$ cat src/rtl/flash_cmd_pkg.sv
package flash_cmd_pkg;
   localparam int REGION_N = 5;
   localparam int RG_BOOT  = 0;
   localparam int RG_PAR1  = 1;
   localparam int RG_PAR2  = 2;
   localparam int RG_MAIN1 = 3;
   localparam int RG_MAIN2 = 4;

   localparam logic [7:0] BYTE_UNL1  = 8'hAA;
   localparam logic [7:0] BYTE_UNL2  = 8'h55;
   localparam logic [7:0] BYTE_PROG  = 8'hA0;
   localparam logic [7:0] BYTE_ERASE = 8'h80;
   localparam logic [7:0] BYTE_IDIN  = 8'h90;
   localparam logic [7:0] BYTE_IDOUT = 8'hF0;
   localparam logic [7:0] BYTE_CHIP  = 8'h10;
   localparam logic [7:0] BYTE_SECT  = 8'h30;
   localparam logic [7:0] BYTE_LOCK  = 8'h40;

   typedef enum logic [2:0] {
      ST_IDLE, ST_UL1, ST_UL2, ST_PGM, ST_EX1, ST_EX2, ST_EX3
   } seq_state_t;

   typedef enum logic [2:0] {
      CMD_NONE, CMD_PROG, CMD_CHIP, CMD_SECT, CMD_LOCK, CMD_ID_IN, CMD_ID_OUT
   } cmd_t;
endpackage

$ cat src/rtl/fcd_region_map.sv
module fcd_region_map
   import flash_cmd_pkg::*;
#(
   parameter int          ADDR_W      = 18,
   parameter bit          BOOT_AT_TOP = 1'b0,
   parameter logic [17:0] P1_BASE     = 18'h04000,
   parameter logic [17:0] P2_BASE     = 18'h06000,
   parameter logic [17:0] M1_BASE     = 18'h08000,
   parameter logic [17:0] M2_BASE     = 18'h20000
) (
   input  logic [ADDR_W-1:0]   addr,
   output logic [REGION_N-1:0] hit
);
   logic [ADDR_W-1:0] norm;

   generate
      if (BOOT_AT_TOP) begin : g_top
         assign norm = ~addr;
      end else begin : g_bottom
         assign norm = addr;
      end
   endgenerate

   always_comb begin
      hit = '0;
      if (norm < ADDR_W'(P1_BASE))      hit[RG_BOOT]  = 1'b1;
      else if (norm < ADDR_W'(P2_BASE)) hit[RG_PAR1]  = 1'b1;
      else if (norm < ADDR_W'(M1_BASE)) hit[RG_PAR2]  = 1'b1;
      else if (norm < ADDR_W'(M2_BASE)) hit[RG_MAIN1] = 1'b1;
      else                              hit[RG_MAIN2] = 1'b1;
   end
endmodule

$ cat src/rtl/fcd_seq_fsm.sv
module fcd_seq_fsm
   import flash_cmd_pkg::*;
#(
   parameter int ADDR_W  = 18,
   parameter int DATA_W  = 8,
   parameter int MATCH_W = 15,
   parameter logic [MATCH_W-1:0] UNL_ADDR1 = 15'h5555,
   parameter logic [MATCH_W-1:0] UNL_ADDR2 = 15'h2AAA
) (
   input  logic              clk,
   input  logic              rst_n,
   input  logic              wr_valid,
   input  logic [ADDR_W-1:0] wr_addr,
   input  logic [DATA_W-1:0] wr_data,
   input  logic              hold,
   output cmd_t              cmd
);
   seq_state_t st_q, st_d;
   logic at1, at2, take;

   assign at1  = (wr_addr[MATCH_W-1:0] == UNL_ADDR1);
   assign at2  = (wr_addr[MATCH_W-1:0] == UNL_ADDR2);
   assign take = wr_valid && !hold;

   always_comb begin
      st_d = st_q;
      cmd  = CMD_NONE;
      if (take) begin
         st_d = ST_IDLE;
         unique case (st_q)
            ST_IDLE: begin
               if (at1 && wr_data == BYTE_UNL1) st_d = ST_UL1;
               else if (wr_data == BYTE_IDOUT)  cmd  = CMD_ID_OUT;
            end
            ST_UL1: if (at2 && wr_data == BYTE_UNL2) st_d = ST_UL2;
            ST_UL2: begin
               if (at1) begin
                  case (wr_data)
                     BYTE_PROG:  st_d = ST_PGM;
                     BYTE_ERASE: st_d = ST_EX1;
                     BYTE_IDIN:  cmd  = CMD_ID_IN;
                     BYTE_IDOUT: cmd  = CMD_ID_OUT;
                     default:    st_d = ST_IDLE;
                  endcase
               end
            end
            ST_PGM: cmd = CMD_PROG;
            ST_EX1: if (at1 && wr_data == BYTE_UNL1) st_d = ST_EX2;
            ST_EX2: if (at2 && wr_data == BYTE_UNL2) st_d = ST_EX3;
            ST_EX3: begin
               if (wr_data == BYTE_SECT)              cmd = CMD_SECT;
               else if (at1 && wr_data == BYTE_CHIP)  cmd = CMD_CHIP;
               else if (at1 && wr_data == BYTE_LOCK)  cmd = CMD_LOCK;
            end
            default: st_d = ST_IDLE;
         endcase
      end
   end

   always_ff @(posedge clk) begin
      if (!rst_n) st_q <= ST_IDLE;
      else        st_q <= st_d;
   end
endmodule

$ cat src/rtl/fcd_req_gen.sv
module fcd_req_gen
   import flash_cmd_pkg::*;
#(
   parameter int ADDR_W = 18,
   parameter int DATA_W = 8
) (
   input  logic                clk,
   input  logic                rst_n,
   input  cmd_t                cmd,
   input  logic [ADDR_W-1:0]   addr,
   input  logic [DATA_W-1:0]   data,
   input  logic [REGION_N-1:0] hit,
   input  logic                lock_override,
   output logic                prog_req,
   output logic [ADDR_W-1:0]   prog_addr,
   output logic [DATA_W-1:0]   prog_data,
   output logic                erase_req,
   output logic [REGION_N-1:0] erase_mask,
   output logic                lock_flag,
   output logic                id_mode
);
   logic                eff_lock, boot_blk, prog_d;
   logic [REGION_N-1:0] mask_d, all_mask;

   assign eff_lock = lock_flag && !lock_override;
   assign boot_blk = hit[RG_BOOT] && eff_lock;
   assign all_mask = {REGION_N{1'b1}};

   always_comb begin
      prog_d = (cmd == CMD_PROG) && !boot_blk;
      mask_d = '0;
      if (cmd == CMD_CHIP) begin
         mask_d = all_mask;
         if (eff_lock) mask_d[RG_BOOT] = 1'b0;
      end else if (cmd == CMD_SECT && !boot_blk) begin
         mask_d = hit;
         if (hit[RG_MAIN1]) begin
            mask_d[RG_PAR1] = 1'b1;
            mask_d[RG_PAR2] = 1'b1;
         end
      end
   end

   always_ff @(posedge clk) begin
      if (!rst_n) begin
         prog_req   <= 1'b0;
         prog_addr  <= '0;
         prog_data  <= '0;
         erase_req  <= 1'b0;
         erase_mask <= '0;
         lock_flag  <= 1'b0;
         id_mode    <= 1'b0;
      end else begin
         prog_req   <= prog_d;
         erase_req  <= |mask_d;
         erase_mask <= mask_d;
         if (prog_d) begin
            prog_addr <= addr;
            prog_data <= data;
         end
         if (cmd == CMD_LOCK)   lock_flag <= 1'b1;
         if (cmd == CMD_ID_IN)  id_mode   <= 1'b1;
         if (cmd == CMD_ID_OUT) id_mode   <= 1'b0;
      end
   end
endmodule

$ cat src/rtl/flash_cmd_decoder.sv
module flash_cmd_decoder
   import flash_cmd_pkg::*;
#(
   parameter int          ADDR_W      = 18,
   parameter int          DATA_W      = 8,
   parameter int          MATCH_W     = 15,
   parameter bit          BOOT_AT_TOP = 1'b0,
   parameter logic [17:0] P1_BASE     = 18'h04000,
   parameter logic [17:0] P2_BASE     = 18'h06000,
   parameter logic [17:0] M1_BASE     = 18'h08000,
   parameter logic [17:0] M2_BASE     = 18'h20000
) (
   input  logic              clk,
   input  logic              rst_n,
   input  logic              wr_valid,
   input  logic [ADDR_W-1:0] wr_addr,
   input  logic [DATA_W-1:0] wr_data,
   input  logic              erase_busy,
   input  logic              lock_override,
   output logic              prog_req,
   output logic [ADDR_W-1:0] prog_addr,
   output logic [DATA_W-1:0] prog_data,
   output logic              erase_req,
   output logic [4:0]        erase_mask,
   output logic              lock_flag,
   output logic              id_mode
);
   localparam logic [MATCH_W-1:0] UNL_ADDR1 = MATCH_W'(15'h5555);
   localparam logic [MATCH_W-1:0] UNL_ADDR2 = MATCH_W'(15'h2AAA);

   generate
      if (ADDR_W < MATCH_W || ADDR_W > 18)
         $error("flash_cmd_decoder: ADDR_W must lie between MATCH_W and 18");
      if (DATA_W != 8)
         $error("flash_cmd_decoder: command bytes need DATA_W of 8");
      if (!(P1_BASE < P2_BASE && P2_BASE < M1_BASE && M1_BASE < M2_BASE))
         $error("flash_cmd_decoder: region bases must ascend");
   endgenerate

   cmd_t                cmd;
   logic [REGION_N-1:0] hit;

   fcd_seq_fsm #(
      .ADDR_W(ADDR_W), .DATA_W(DATA_W), .MATCH_W(MATCH_W),
      .UNL_ADDR1(UNL_ADDR1), .UNL_ADDR2(UNL_ADDR2)
   ) u_fsm (
      .clk(clk), .rst_n(rst_n), .wr_valid(wr_valid), .wr_addr(wr_addr),
      .wr_data(wr_data), .hold(erase_busy), .cmd(cmd)
   );

   fcd_region_map #(
      .ADDR_W(ADDR_W), .BOOT_AT_TOP(BOOT_AT_TOP), .P1_BASE(P1_BASE),
      .P2_BASE(P2_BASE), .M1_BASE(M1_BASE), .M2_BASE(M2_BASE)
   ) u_map (
      .addr(wr_addr), .hit(hit)
   );

   fcd_req_gen #(.ADDR_W(ADDR_W), .DATA_W(DATA_W)) u_req (
      .clk(clk), .rst_n(rst_n), .cmd(cmd), .addr(wr_addr), .data(wr_data),
      .hit(hit), .lock_override(lock_override), .prog_req(prog_req),
      .prog_addr(prog_addr), .prog_data(prog_data), .erase_req(erase_req),
      .erase_mask(erase_mask), .lock_flag(lock_flag), .id_mode(id_mode)
   );
endmodule

$ cat config.mk
export PLATFORM = sky130hd
export DESIGN_NAME = flash_cmd_decoder
export DESIGN_NICKNAME = d
export VERILOG_FILES = /design/src/rtl/flash_cmd_pkg.sv /design/src/rtl/fcd_region_map.sv /design/src/rtl/fcd_seq_fsm.sv /design/src/rtl/fcd_req_gen.sv /design/src/rtl/flash_cmd_decoder.sv
export SDC_FILE = /design/constraint.sdc
export NUM_CORES = 1
export LEC_CHECK = 0
export ABC_AREA = 1
export BUFFER_PORTS_ARGS = -buffer_cell sky130_fd_sc_hd__clkbuf_2
export CAP_MARGIN = 10
export CORE_UTILIZATION = 50
export DETAILED_ROUTE_END_ITERATION = 12
export PLACE_DENSITY = 0.85
export SYNTH_ARGS = -nofsm -noshare
export SYNTH_HDL_FRONTEND = slang
export SYNTH_SLANG_ARGS = --single-unit
$ cat constraint.sdc
create_clock -name clk -period 1.97 [get_ports clk]
set_input_delay 0.197 -clock clk [delete_from_list [all_inputs] [get_ports clk]]
set_output_delay 0.197 -clock clk [all_outputs]
set_load 0.03 [all_outputs]
==> reports/summary.md <==
The height of the die is 64.82 µm, and the number of buffers inserted during clock tree synthesis is 5. The flow ran to the end, and the final reports show no timing, DRC or antenna violations. For this design, the slowest cell found on the critical path is sky130_fd_sc_hd__dfxtp_2. The gate family responsible for the most delay along the worst path is simple AND/OR/NAND/NOR gates. The areal power density over the cells is 673.1 nW/µm², and the largest fanout on the critical path is 28. Dividing the synthesized area by the synthesized cell count gives 7.047 µm².

Relative to the synthesized area, the layout overhead comes to 28.22%. At the end of the flow, the number of nets in the layout was 386. The first-pass GRT wire length is 7.948 mm. The tree is rooted in a sky130_fd_sc_hd__clkbuf_8.

Clock latency on the worst-skew pair, taken at its later pin, is 0.29 ns. The count of different cell masters after synthesis is 29, and the total iterations of the first detailed-routing run is 4. The via count of the first global-routing pass came out at 1907. For the number of antenna violations at the first check in global routing, the log shows 0. Counting instances, the worst hold path has a depth of 3. The tools report the leakage dissipation as 1.215 nW. The sequential cell area fraction in the yosys report is 0.3855, and the placeable core region is 3716 µm². Number of maximum-capacitance violations: 0. The buffer depth of the longest clock path is 2, and the I/O pin count is 66. The tools report the endpoint of the lowest-slack register-to-register path as u_req.prog_addr[17]$_SDFFE_PN0P_. Element type at the critical path start: a register.

For the sequential fraction of design power, the log shows 0.451. For hold timing, the worst endpoint is u_req.prog_addr[5]$_SDFFE_PN0P_. The internal power of the cells totals 1.351 mW. The worst setup skew after layout came out at 0.001791 ns. Post-layout utilization of the core: 0.6808. Buffers placed on the I/O ports in this run total 65. At the worst endpoint, the required time is 2.20 ns. The clock transition at the register clock pins on the worst setup and hold paths after CTS was 0.07 ns. The clock net in this run drives a total of 38 sinks. The number of cells produced by synthesis came out at 280. After layout, the worst setup slack is 0.1948 ns.

The tools report the hold path startpoint as wr_addr[5]. Walking the worst path, the cells encountered are inv_1 -> nand2_2 -> nor2_2 -> nand4_1 -> nand2_2 -> nand2_1 -> nor2_4 -> nand3_4 -> inv_8 -> buf_4 -> nor2_1 -> nor2_1. Before CTS, the worst setup slack after placement is -0.01633 ns.

The placed wire-length estimate is 3.710 mm. The net count of the mapped netlist came out at 311. Launching point of the worst reg2reg path: u_fsm.st_q[0]$_SDFFE_PN0P_.

Horizontal extent of the die: 64.82 µm. The biggest area consumer among synthesized cells is sky130_fd_sc_hd__dfxtp_1. Tracing the worst setup path back leads to its startpoint at u_fsm.st_q[0]$_SDFFE_PN0P_. The tools report the share of total power in combinational logic as 0.071.

Worst-case hold slack: 0.1824 ns. The type of the worst setup path is register to register. Number of rows created at floorplan: 22.

The initial detailed-routing violation count came out at 154. Counting both buffers and inverters, the worst setup path holds a total of 3. The proportion of total power due to net switching is 0.2066.

The routed wirelength normalized by instance count is 11.53 µm, and the signal arrival time at the worst endpoint is 2.01 ns. The clock tree synthesis step divided the H-tree into 2 levels. The proportion of layout cells with a drive suffix above 1 is 0.3399, and the number of diodes is 0. The part of the total power dissipated in the clock network is 0.478.

Setup repair after global routing left no endpoint under its margin. The number of slew-limit violations in the final report is 0. The number of register bits inferred by synthesis came out at 38. TritonCTS built the clock tree. The min-delay analysis places its worst path in the category input pin to register. The relative max-transition margin was 0.6636; the time the worst path needs with I/O delays and setup was 1.775 ns.

For the pin with the worst max-slew slack, the measured transition is 0.5047 ns. In this run the remaining antenna-violating nets after routing total 0. The number of endpoints with negative hold slack in the final report was 0; the post-route fraction of the period consumed by the critical path was 0.9011. For the overall fraction of global-route tracks in use, the log shows 0.2462.

The Yosys step of the flow raised 0 warnings. Routability-driven placement finished with a final weighted congestion of 0.9561. The largest single stage delay on the critical path is 0.34 ns. The total number of vias was 2051; the fraction of post-synthesis cell area in the top cell type by area was 0.3855.

Across the VDD grid, the largest voltage drop is 0.4203 mV. The effective utilization at floorplan is 0.5310. By area the synthesized netlist is led by sky130_fd_sc_hd__dfxtp_1 39%, sky130_fd_sc_hd__nor2_1 11%, sky130_fd_sc_hd__nand2_1 8.0%.

The logs give 563.3 MHz for the upper clock frequency limit and 0 for the number of remaining DRC errors. The setup check on the worst reg-to-reg path leaves a slack of 0.19 ns. Summed over all failing endpoints, the final setup total negative slack is 0 ns.

Summed over all layers, the routed wires come to 4.660 mm. The detail-routed via count per cell works out to 5.077. The residual overflow from global routing is 0. The tools report the total of hold buffers inserted after clock tree synthesis as 0. The synthesized netlist occupies a cell area of 1973 µm².

For this design the total switching power over the nets is 351.8 µW. STA classifies the critical path endpoint as a register. The die covers 4202 µm².

Entering global routing, the biggest net connects 32 pins. The total of endpoints with negative setup slack in the final report came out at 0. The depth of the most critical reg-to-reg path came out at 12.
layout make-up:
class	instances	area [µm²]
inverters	33	131.4
multi-input cells	201	1025
flip-flops and latches	38	763.2
repair buffers	76	407.9
fillers	320	1186
clock buffers	6	82.58
clock inverters	2	60.06
well taps	48	60.06
logic make-up after synthesis:
| kind of cell | synth area share |
|---|---|
| DFF | 0.3855 |
| buffers and inverters | 0.09765 |
| and+or+nand+nor | 0.3545 |
| AOI/OAI and AO/OA | 0.1623 |
cells in the final DEF, fill, tap and decap left out, drive strengths merged:
| cell | instances |
|---|---|
| clkbuf | 71 |
| nor2 | 63 |
| nand2 | 51 |
| dfxtp | 38 |
| inv | 33 |
| o21ai | 28 |
| a21oi | 19 |
| nand3 | 15 |
| buf | 11 |
| nand4 | 9 |
| nor3 | 7 |
| nor4 | 4 |
| a31oi | 2 |
| bufinv | 2 |
| a211oi | 1 |
| o21a | 1 |
| o31ai | 1 |
synth_stat cells, drive strengths merged:
library cell,number
nand2,51
nor4,4
clkbuf,4
buf,4
nor3,7
nand4,9
o21a,1
nand3,15
dfxtp,38
nor2,63
a211oi,1
o21ai,28
o31ai,1
a21oi,19
inv,33
a31oi,2
metal layers:
layer | GRT usage | routed length [µm] | vias to the layer above | share of wire
met5 | 0 | 0 | - | 0
met4 | 0.1250 | 102 | 0 | 0.022
met3 | 0.06338 | 288 | 8 | 0.062
met2 | 0.4010 | 2173 | 76 | 0.47
met1 | 0.2964 | 2096 | 906 | 0.45
li1 | - | - | 1061 | -
through the flow:
step	power (mW)	instance area, µm²	instances
2_1_floorplan	0.8425	1973	280
3_3_place_gp	0.9042	2375	396
3_5_place_dp	0.9045	2375	396
4_1_cts	1.709	2517	404
5_1_grt	1.770	2530	404
6_report	1.703	2530	404
worst max path at each step:
| stage | to | depth (start not counted) |
|---|---|---|
| final | u_req.prog_addr[17]$_SDFFE_PN0P_ | 12 |
| after global placement | u_req.prog_addr[14]$_SDFFE_PN0P_ | 15 |
| after detailed placement | u_req.prog_addr[12]$_SDFFE_PN0P_ | 15 |
| after global routing | u_req.erase_req$_SDFF_PN0_ | 13 |
| after CTS | u_req.prog_addr[12]$_SDFFE_PN0P_ | 11 |
| after floorplan | u_req.prog_addr[11]$_SDFFE_PN0P_ | 11 |
sequential cells by signal (all words and copies together), names as in the netlist:
register / count
u_fsm.st_q: 3
u_req.id_mode: 1
u_req.prog_data: 8
u_req.erase_mask: 5
u_req.prog_addr: 18
u_req.erase_req: 1
u_req.lock_flag: 1
u_req.prog_req: 1
power groups by stage:
stage	registers, mW	logic [mW]	clock network [mW]
final	0.768	0.122	0.814
after global placement	0.786	0.119	0
after floorplan	0.786	0.0568	0
after detailed placement	0.786	0.119	0
after CTS	0.768	0.120	0.821
after global routing	0.767	0.134	0.868
tightest hold or removal path, cell delays in order:
cell                       delay (ns)
sky130_fd_sc_hd__clkbuf_2        0.09
sky130_fd_sc_hd__inv_1           0.08
sky130_fd_sc_hd__a21oi_1         0.06
repair_timing:
item / CTS / global route
setup endpoints to repair: 0 / 27
gates resized for setup: 0 / 5
setup buffers: 0 / 0
(Power assumes the default switching activity.)
